<file path="src/rtl/burst_seq_pkg.sv">
package burst_seq_pkg;

    typedef enum logic [1:0] {
        ST_IDLE  = 2'd0,
        ST_READ  = 2'd1,
        ST_WRITE = 2'd2
    } seq_state_e;

    typedef enum logic {
        ORD_SEQ   = 1'b0,
        ORD_INTLV = 1'b1
    } beat_order_e;

    typedef struct packed {
        logic [1:0]  len_log2;
        beat_order_e order;
        logic        cas3;
        logic        dll_rst;
        logic        dll_dis;
    } mode_cfg_t;

    localparam logic [2:0] CL_CODE_2 = 3'b010;
    localparam logic [2:0] CL_CODE_3 = 3'b110;

    function automatic logic len_code_ok(input logic [2:0] code);
        return (code == 3'b001) || (code == 3'b010) || (code == 3'b011);
    endfunction

    function automatic logic cl_code_ok(input logic [2:0] code);
        return (code == CL_CODE_2) || (code == CL_CODE_3);
    endfunction

endpackage

</file>
<file path="src/rtl/mode_decoder.sv">
module mode_decoder
    import burst_seq_pkg::*;
#(
    parameter int MR_W = 13
) (
    input  logic            clk,
    input  logic            rst_n,
    input  logic            mode_wr,
    input  logic            mode_sel,
    input  logic [MR_W-1:0] mode_data,
    output mode_cfg_t       cfg,
    output logic            cfg_error
);

    localparam int LEN_LSB = 0;
    localparam int ORD_BIT = 3;
    localparam int CL_LSB  = 4;
    localparam int DLLR_BIT = 8;
    localparam int DLLD_BIT = 0;

    logic [2:0] len_code;
    logic [2:0] cl_code;
    logic       load_ok;
    logic       unused_bits;

    assign len_code    = mode_data[LEN_LSB +: 3];
    assign cl_code     = mode_data[CL_LSB +: 3];
    assign load_ok     = len_code_ok(len_code) && cl_code_ok(cl_code);
    assign unused_bits = ^{mode_data[MR_W-1:DLLR_BIT+1], mode_data[7]};

    always_ff @(posedge clk) begin
        if (!rst_n) begin
            cfg.len_log2 <= 2'd1;
            cfg.order    <= ORD_SEQ;
            cfg.cas3     <= 1'b0;
            cfg.dll_rst  <= 1'b0;
            cfg.dll_dis  <= 1'b0;
            cfg_error    <= 1'b0;
        end else if (mode_wr) begin
            if (mode_sel) begin
                cfg.dll_dis <= mode_data[DLLD_BIT];
            end else if (load_ok) begin
                cfg.len_log2 <= len_code[1:0];
                cfg.order    <= beat_order_e'(mode_data[ORD_BIT]);
                cfg.cas3     <= cl_code[2];
                cfg.dll_rst  <= mode_data[DLLR_BIT];
                cfg_error    <= 1'b0;
            end else begin
                cfg_error    <= 1'b1;
            end
        end
    end

    // a refused base load changes no decoded setting
    assert_illegal_keeps_cfg_R2: assert property (@(posedge clk) disable iff (!rst_n)
        (mode_wr && !mode_sel && !load_ok) |=> (cfg_error && $stable(cfg)));

    // an extended load touches only the DLL disable bit
    assert_ext_only_dll_R6: assert property (@(posedge clk) disable iff (!rst_n)
        (mode_wr && mode_sel) |=> ($stable(cfg.len_log2) && $stable(cfg.cas3)
                                   && $stable(cfg_error)));

endmodule

</file>
<file path="src/rtl/burst_fsm.sv">
module burst_fsm
    import burst_seq_pkg::*;
#(
    parameter int BEAT_W = 3
) (
    input  logic              clk,
    input  logic              rst_n,
    input  logic              burst_start,
    input  logic              burst_is_write,
    input  logic              burst_stop,
    input  logic [1:0]        len_log2,
    output logic [BEAT_W-1:0] beat,
    output logic [BEAT_W-1:0] beat_mask,
    output logic              active,
    output logic              last
);

    seq_state_e        state_q, state_d;
    logic [1:0]        len_q;
    logic [BEAT_W-1:0] beat_q;
    logic              at_last;
    seq_state_e        start_target;

    assign start_target = burst_is_write ? ST_WRITE : ST_READ;
    assign beat_mask    = ~({BEAT_W{1'b1}} << len_q);
    assign at_last      = (beat_q == beat_mask);

    // next-state logic
    always_comb begin
        state_d = state_q;
        unique case (state_q)
            ST_IDLE: begin
                if (burst_start) state_d = start_target;
            end
            ST_READ: begin
                if (burst_start)      state_d = start_target;
                else if (burst_stop)  state_d = ST_IDLE;
                else if (at_last)     state_d = ST_IDLE;
            end
            ST_WRITE: begin
                if (burst_start)      state_d = start_target;
                else if (at_last)     state_d = ST_IDLE;
            end
            default: state_d = ST_IDLE;
        endcase
    end

    // state register with beat counter and captured length
    always_ff @(posedge clk) begin
        if (!rst_n) begin
            state_q <= ST_IDLE;
            beat_q  <= '0;
            len_q   <= 2'd1;
        end else begin
            state_q <= state_d;
            if (burst_start) begin
                beat_q <= '0;
                len_q  <= len_log2;
            end else if (state_d != ST_IDLE) begin
                beat_q <= beat_q + 1'b1;
            end else begin
                beat_q <= '0;
            end
        end
    end

    // outputs
    always_comb begin
        active = (state_q != ST_IDLE);
        last   = active && at_last;
        beat   = beat_q;
    end

    // terminate during a read ends the burst on the next clock
    assert_stop_read_ends_R10: assert property (@(posedge clk) disable iff (!rst_n)
        (state_q == ST_READ && burst_stop && !burst_start) |=> (state_q == ST_IDLE));

    // terminate is ignored during a write that is not on its last beat
    assert_stop_write_ignored_R10: assert property (@(posedge clk) disable iff (!rst_n)
        (state_q == ST_WRITE && burst_stop && !burst_start && !at_last)
            |=> (state_q == ST_WRITE));

    // a start always resets the beat index
    assert_restart_beat_zero_R11: assert property (@(posedge clk) disable iff (!rst_n)
        burst_start |=> (beat_q == '0));

endmodule

</file>
<file path="src/rtl/col_gen.sv">
module col_gen
    import burst_seq_pkg::*;
#(
    parameter int COL_W  = 10,
    parameter int BEAT_W = 3
) (
    input  logic              clk,
    input  logic              rst_n,
    input  logic              burst_start,
    input  logic [COL_W-1:0]  start_col,
    input  beat_order_e       order,
    input  logic [BEAT_W-1:0] beat,
    input  logic [BEAT_W-1:0] beat_mask,
    input  logic              active,
    output logic [COL_W-1:0]  col_out
);

    localparam int HI_W = COL_W - BEAT_W;

    logic [COL_W-1:0]  base_q;
    beat_order_e       order_q;
    logic [BEAT_W-1:0] base_low;
    logic [BEAT_W-1:0] moved_low;
    logic [BEAT_W-1:0] next_low;
    logic [COL_W-1:0]  col_full;

    always_ff @(posedge clk) begin
        if (!rst_n) begin
            base_q  <= '0;
            order_q <= ORD_SEQ;
        end else if (burst_start) begin
            base_q  <= start_col;
            order_q <= order;
        end
    end

    assign base_low = base_q[BEAT_W-1:0];

    always_comb begin
        unique case (order_q)
            ORD_SEQ:   moved_low = (base_low + beat) & beat_mask;
            ORD_INTLV: moved_low = (base_low ^ beat) & beat_mask;
            default:   moved_low = base_low & beat_mask;
        endcase
        next_low = (base_low & ~beat_mask) | moved_low;
        col_full = {base_q[COL_W-1 -: HI_W], next_low};
        col_out  = active ? col_full : '0;
    end

    // bits above the burst window hold through a burst
    assert_upper_fixed_R8: assert property (@(posedge clk) disable iff (!rst_n)
        (active && !burst_start) |=>
            (!active || ((col_out & ~{{HI_W{1'b0}}, beat_mask})
                         == $past(col_out & ~{{HI_W{1'b0}}, beat_mask}))));

endmodule

</file>
<file path="src/rtl/burst_col_seq.sv">
module burst_col_seq
    import burst_seq_pkg::*;
#(
    parameter int MR_W   = 13,
    parameter int COL_W  = 10,
    parameter int BEAT_W = 3
) (
    input  logic             clk,
    input  logic             rst_n,
    input  logic             mode_wr,
    input  logic             mode_sel,
    input  logic [MR_W-1:0]  mode_data,
    input  logic             burst_start,
    input  logic             burst_is_write,
    input  logic [COL_W-1:0] start_col,
    input  logic             burst_stop,
    output logic [COL_W-1:0] col_out,
    output logic             burst_active,
    output logic             last_beat,
    output logic [1:0]       cas_lat,
    output logic             dll_reset,
    output logic             dll_enable,
    output logic             cfg_error
);

    mode_cfg_t         cfg;
    logic [BEAT_W-1:0] beat;
    logic [BEAT_W-1:0] beat_mask;

    mode_decoder #(.MR_W(MR_W)) u_dec (
        .clk       (clk),
        .rst_n     (rst_n),
        .mode_wr   (mode_wr),
        .mode_sel  (mode_sel),
        .mode_data (mode_data),
        .cfg       (cfg),
        .cfg_error (cfg_error)
    );

    burst_fsm #(.BEAT_W(BEAT_W)) u_fsm (
        .clk            (clk),
        .rst_n          (rst_n),
        .burst_start    (burst_start),
        .burst_is_write (burst_is_write),
        .burst_stop     (burst_stop),
        .len_log2       (cfg.len_log2),
        .beat           (beat),
        .beat_mask      (beat_mask),
        .active         (burst_active),
        .last           (last_beat)
    );

    col_gen #(.COL_W(COL_W), .BEAT_W(BEAT_W)) u_col (
        .clk         (clk),
        .rst_n       (rst_n),
        .burst_start (burst_start),
        .start_col   (start_col),
        .order       (cfg.order),
        .beat        (beat),
        .beat_mask   (beat_mask),
        .active      (burst_active),
        .col_out     (col_out)
    );

    assign cas_lat    = cfg.cas3 ? 2'd3 : 2'd2;
    assign dll_reset  = cfg.dll_rst;
    assign dll_enable = !cfg.dll_dis;

    // a start shows beat 0 at the requested column on the next clock
    assert_start_loads_col_R7: assert property (@(posedge clk) disable iff (!rst_n)
        burst_start |=> (burst_active && col_out == $past(start_col)));

    // the burst ends right after its last beat
    assert_last_then_idle_R9: assert property (@(posedge clk) disable iff (!rst_n)
        (last_beat && !burst_start) |=> !burst_active);

    // latency only takes legal values
    assert_cas_legal_R4: assert property (@(posedge clk) disable iff (!rst_n)
        (cas_lat == 2'd2) || (cas_lat == 2'd3));

    // last beat only inside a burst
    assert_last_in_burst_R9: assert property (@(posedge clk) disable iff (!rst_n)
        last_beat |-> burst_active);

endmodule

</file>
<file path="config.mk">
export PLATFORM = sky130hd
export DESIGN_NAME = burst_col_seq
export DESIGN_NICKNAME = d
export VERILOG_FILES = /design/src/rtl/burst_seq_pkg.sv /design/src/rtl/mode_decoder.sv /design/src/rtl/burst_fsm.sv /design/src/rtl/col_gen.sv /design/src/rtl/burst_col_seq.sv
export SDC_FILE = /design/constraint.sdc
export NUM_CORES = 1
export LEC_CHECK = 0
export ABC_AREA = 0
export BUFFER_PORTS_ARGS = -buffer_cell sky130_fd_sc_hd__buf_2
export CAP_MARGIN = 25
export CORE_UTILIZATION = 40
export DETAILED_ROUTE_END_ITERATION = 12
export PLACE_DENSITY = 0.76
export SETUP_SLACK_MARGIN = 0.05
export SYNTH_ARGS = -nofsm -noshare
export SYNTH_HDL_FRONTEND = slang
export SYNTH_SLANG_ARGS = --single-unit
</file>
<file path="constraint.sdc">
create_clock -name clk -period 2.7 [get_ports clk]
set_input_delay 0 -clock clk [delete_from_list [all_inputs] [get_ports clk]]
set_output_delay 0 -clock clk [all_outputs]
set_load 0.02 [all_outputs]
</file>
==> run summary <==
For this run the aggregate overflow at the end of global routing stands at 0. The number of pins with negative max-slew slack in the final report came out at 0. The H-tree depth reported by CTS is 1. The count of boundary I/O pins came out at 47. The time the worst path needs with I/O delays and setup is 2380 ps.

The flop-to-flop setup slack is 790 ps. The timing startpoint of the critical path is u_fsm.beat[0]. The iteration-0 DRC count of the detailed router came out at 44. The global placement routability congestion came out at 0.816.

The worst clock skew is 3.10 ps. Sequential cells were found to cover 40.3% of the synthesized design area. The setup TNS is 0 ps. Timing would allow up to 421 MHz. The worst setup path is captured at an output pin. The fraction of final layout cells sized beyond drive strength 1 came out at 23.4%. The slew of the pin with the lowest slew margin came out at 751 ps. The number of diodes came out at 0.

The highest cell delay on the worst timing path came out at 460 ps. The count of buffers from port buffering came out at 40. The post-cts resize count came out at 0.

The worst setup path is launched from a flip-flop. The number of flops mapped to enable cells by yosys is 0. The effective utilization at floorplan is 43.5%.

The filler cell count in the final layout is 244. The required time of the critical path came out at 2700 ps. The number of buffers between clock root and the deepest sink came out at 2.

The final routed wirelength across all metal layers is 2960 µm. The most critical setup path has its endpoint at col_out[2]. The floorplan step set the die width to 57.7 µm. For this design the ratio of total power to cell area is 406 nW/µm².

The final standard cell count with taps included and fillers excluded came out at 228. The post-synthesis async set-or-reset flop share is 0%. After synthesis the cells add up to 1240 µm². The floorplan step defined a core boundary enclosing 2850 µm². The first-pass iteration count of the detailed router is 8. The most common flop cell mapped by yosys is sky130_fd_sc_hd__dfxtp_1.

The worst hold path belongs to the class input port to flip-flop. Dividing the detail-routed wire length by the instance count gives 13.0 µm. The number of nets in the synthesized netlist came out at 174. Counting every instance in the synthesized netlist gives 140. Setup violations remaining at the end of the flow were counted as 0. CTS saw 25 sinks. The number of placed instances, taps included, is 205. The checks that failed: design-rule violations. The area growth from synthesis to layout is 34.1%. In this run the critical register-to-register path is launched from u_fsm.len_q[1]. The number of buffers created by CTS is 3.

The worst path buffer plus inverter count came out at 2. The worst setup path is of the flip-flop to output pin kind. The critical path goes through ha_1 > inv_1 > fa_1 > or3_1 > a2111o_1 > o21ai_0 > buf_2. The number of synthesized register bits came out at 25. Setup repair after global routing left no endpoint under its margin. The pin count of the biggest net entering global routing came out at 19. The number of cell rows came out at 19. The detailed-route vias per instance came out at 5.18. The data arrival time at the worst-slack endpoint came out at 2380 ps. The library cell used most frequently in the layout, excluding fill and tap cells, is sky130_fd_sc_hd__buf_2. The summed area of non-filler cells in the final layout is 1660 µm². For the worst-skew pair, the clock arrives at the later sink with an insertion delay of 310 ps. The worst pin sits at a relative slew slack of 49.7%.

The largest voltage drop on the vdd net is 205 µV. The largest delay contributor family on the critical path is adder cells. The final worst-path cycle share is 88.0%. The total number of cells along the worst setup path is 7. The vias after detailed routing came out at 1182. The via count of the first global-routing pass is 1133.

The analysis attributes to cell leakage a power of 0.735 nW. Once layout is complete, the utilization of the core stands at 58.3%. The global-route wire length before repair came out at 4930 µm. The worst register-to-register path ends at u_fsm.state_q[0]. The count of yosys warnings during synthesis is 0. The HPWL after detailed placement is 2050 µm.

The distinct cell type count of the synthesized netlist came out at 37. The run finished, with violations left. The largest fanout on the critical path is 6. In the layout the commonest cells are sky130_fd_sc_hd__buf_2, sky130_fd_sc_hd__dfxtp_1, sky130_fd_sc_hd__dlygate4sd3_1. After detailed routing, the number of remaining DRC violations is 2.

Once detail routing completed, the nets flagged for antenna violations numbered 0. The synthesized area divided by synthesized cell count came out at 8.87 µm². The initial antenna violation count is 0. The clock root buffer is sky130_fd_sc_hd__clkbuf_4.

The area of the die came out at 3330 µm². The count of cells along the worst register-to-register path came out at 4. For this run, the post-layout net count is 232. The largest individual stage delay along the critical path comes from the cell sky130_fd_sc_hd__dfxtp_1. The top-area cell type share of the netlist area came out at 40.3%.

The cell area after placement came out at 1450 µm². The design draws 675 µW. After clock tree synthesis, the clock-pin slew on the worst setup and hold paths is 130 ps.

The synthesized design spends more area on one cell type than any other, namely sky130_fd_sc_hd__dfxtp_1. Buffers added to address setup during post-CTS repair amount to 0. The hold violation total from the final report came out at 0. Global routing consumed, over all layers together, 19.1% of the routing resources.

The tool flagged a number of max-cap violations equal to 0. By area the synthesized netlist is led by sky130_fd_sc_hd__dfxtp_1, sky130_fd_sc_hd__mux2i_1, sky130_fd_sc_hd__nor2b_1. The overall die height is 57.7 µm. TritonCTS built the clock tree.
## final cells by class
type	count	area, µm²	share of cell area, %
repair buffers	59	390	23.5
clock buffers	4	26.3	1.58
well taps	31	38.8	2.33
flip-flops and latches	25	500	30.1
inverters	6	22.5	1.35
multi-input cells	103	686	41.2
## tightest hold or removal path, cell delays in order
cell                      delay, ps
sky130_fd_sc_hd__buf_2          110
sky130_fd_sc_hd__nor2b_1         40
sky130_fd_sc_hd__o21ai_0        130
sky130_fd_sc_hd__a21oi_1         40
## sequential cells by signal, summed over array words and instances, names as in the netlist
signal,count
u_fsm.len_q,2
u_col.order_q,1
u_col.base_q,10
u_fsm.beat,3
u_fsm.state_q,2
u_dec.cfg,6
u_dec.cfg_error,1
## cells by family after synthesis
logic type	after synthesis	share of synthesized area [%]
multiplexers	14	11.3
buffers and inverters	12	4.44
AND/OR/NAND/NOR	54	24.0
other	1	0.302
adder cells (fa/ha/maj)	4	4.64
AO/OA/AOI/OAI	28	13.6
flip-flops	25	40.3
XOR/XNOR	2	1.41
## how the worst min path moves through the flow
stage / startpoint / to / slack [ps] / cells past startpoint
6_report: mode_sel / u_dec.cfg_error / 40 / 4
5_1_grt: mode_wr / u_dec.cfg[0] / 50 / 4
4_1_cts: mode_sel / u_dec.cfg_error / 30 / 4
3_5_place_dp: rst_n / u_fsm.len_q[0] / 240 / 2
3_3_place_gp: rst_n / u_fsm.len_q[0] / 230 / 2
2_1_floorplan: rst_n / u_fsm.len_q[0] / 60 / 1
## metal layers
layer	wire length (µm)	part of all wire (%)	GRT usage (%)	vias up
li1	-	-	-	602
met4	22	0.74	8.16	0
met3	92	3.1	2.23	2
met1	1320	45	24.6	551
met2	1530	52	32.4	27
met5	0	0	0	-
## report_power, final
group | internal, mW | leakage (nW) | switching [mW] | total [mW]
logic | 0.0601 | 0.515 | 0.0601 | 0.120
registers | 0.383 | 0.204 | 0.0104 | 0.393
clock network | 0.0576 | 0.0150 | 0.104 | 0.162
total | 0.501 | 0.735 | 0.175 | 0.675
## synth_stat cells, drive strengths merged, types with 2 or more instances
cell type	count
dfxtp	25
nor2	16
mux2i	14
o21ai	12
nor2b	10
a21oi	8
nand3	8
nand2	7
inv	5
buf	4
ha	3
nor4b	3
clkbuf	2
nor3b	2
## what timing repair did
action                                 CTS  global route
hold buffers                            19             0
endpoints found under the hold margin   20             0
setup endpoints to repair                0             0
## per-stage QoR
stage                     worst slack (ps)  hold WS, ps
after floorplan                        796         61.9
after global placement                 744          231
after detailed placement               663          238
after CTS                              299         29.3
after global routing                   163         46.3
final                                  324         36.6
Power figures use the tool's default switching activity.
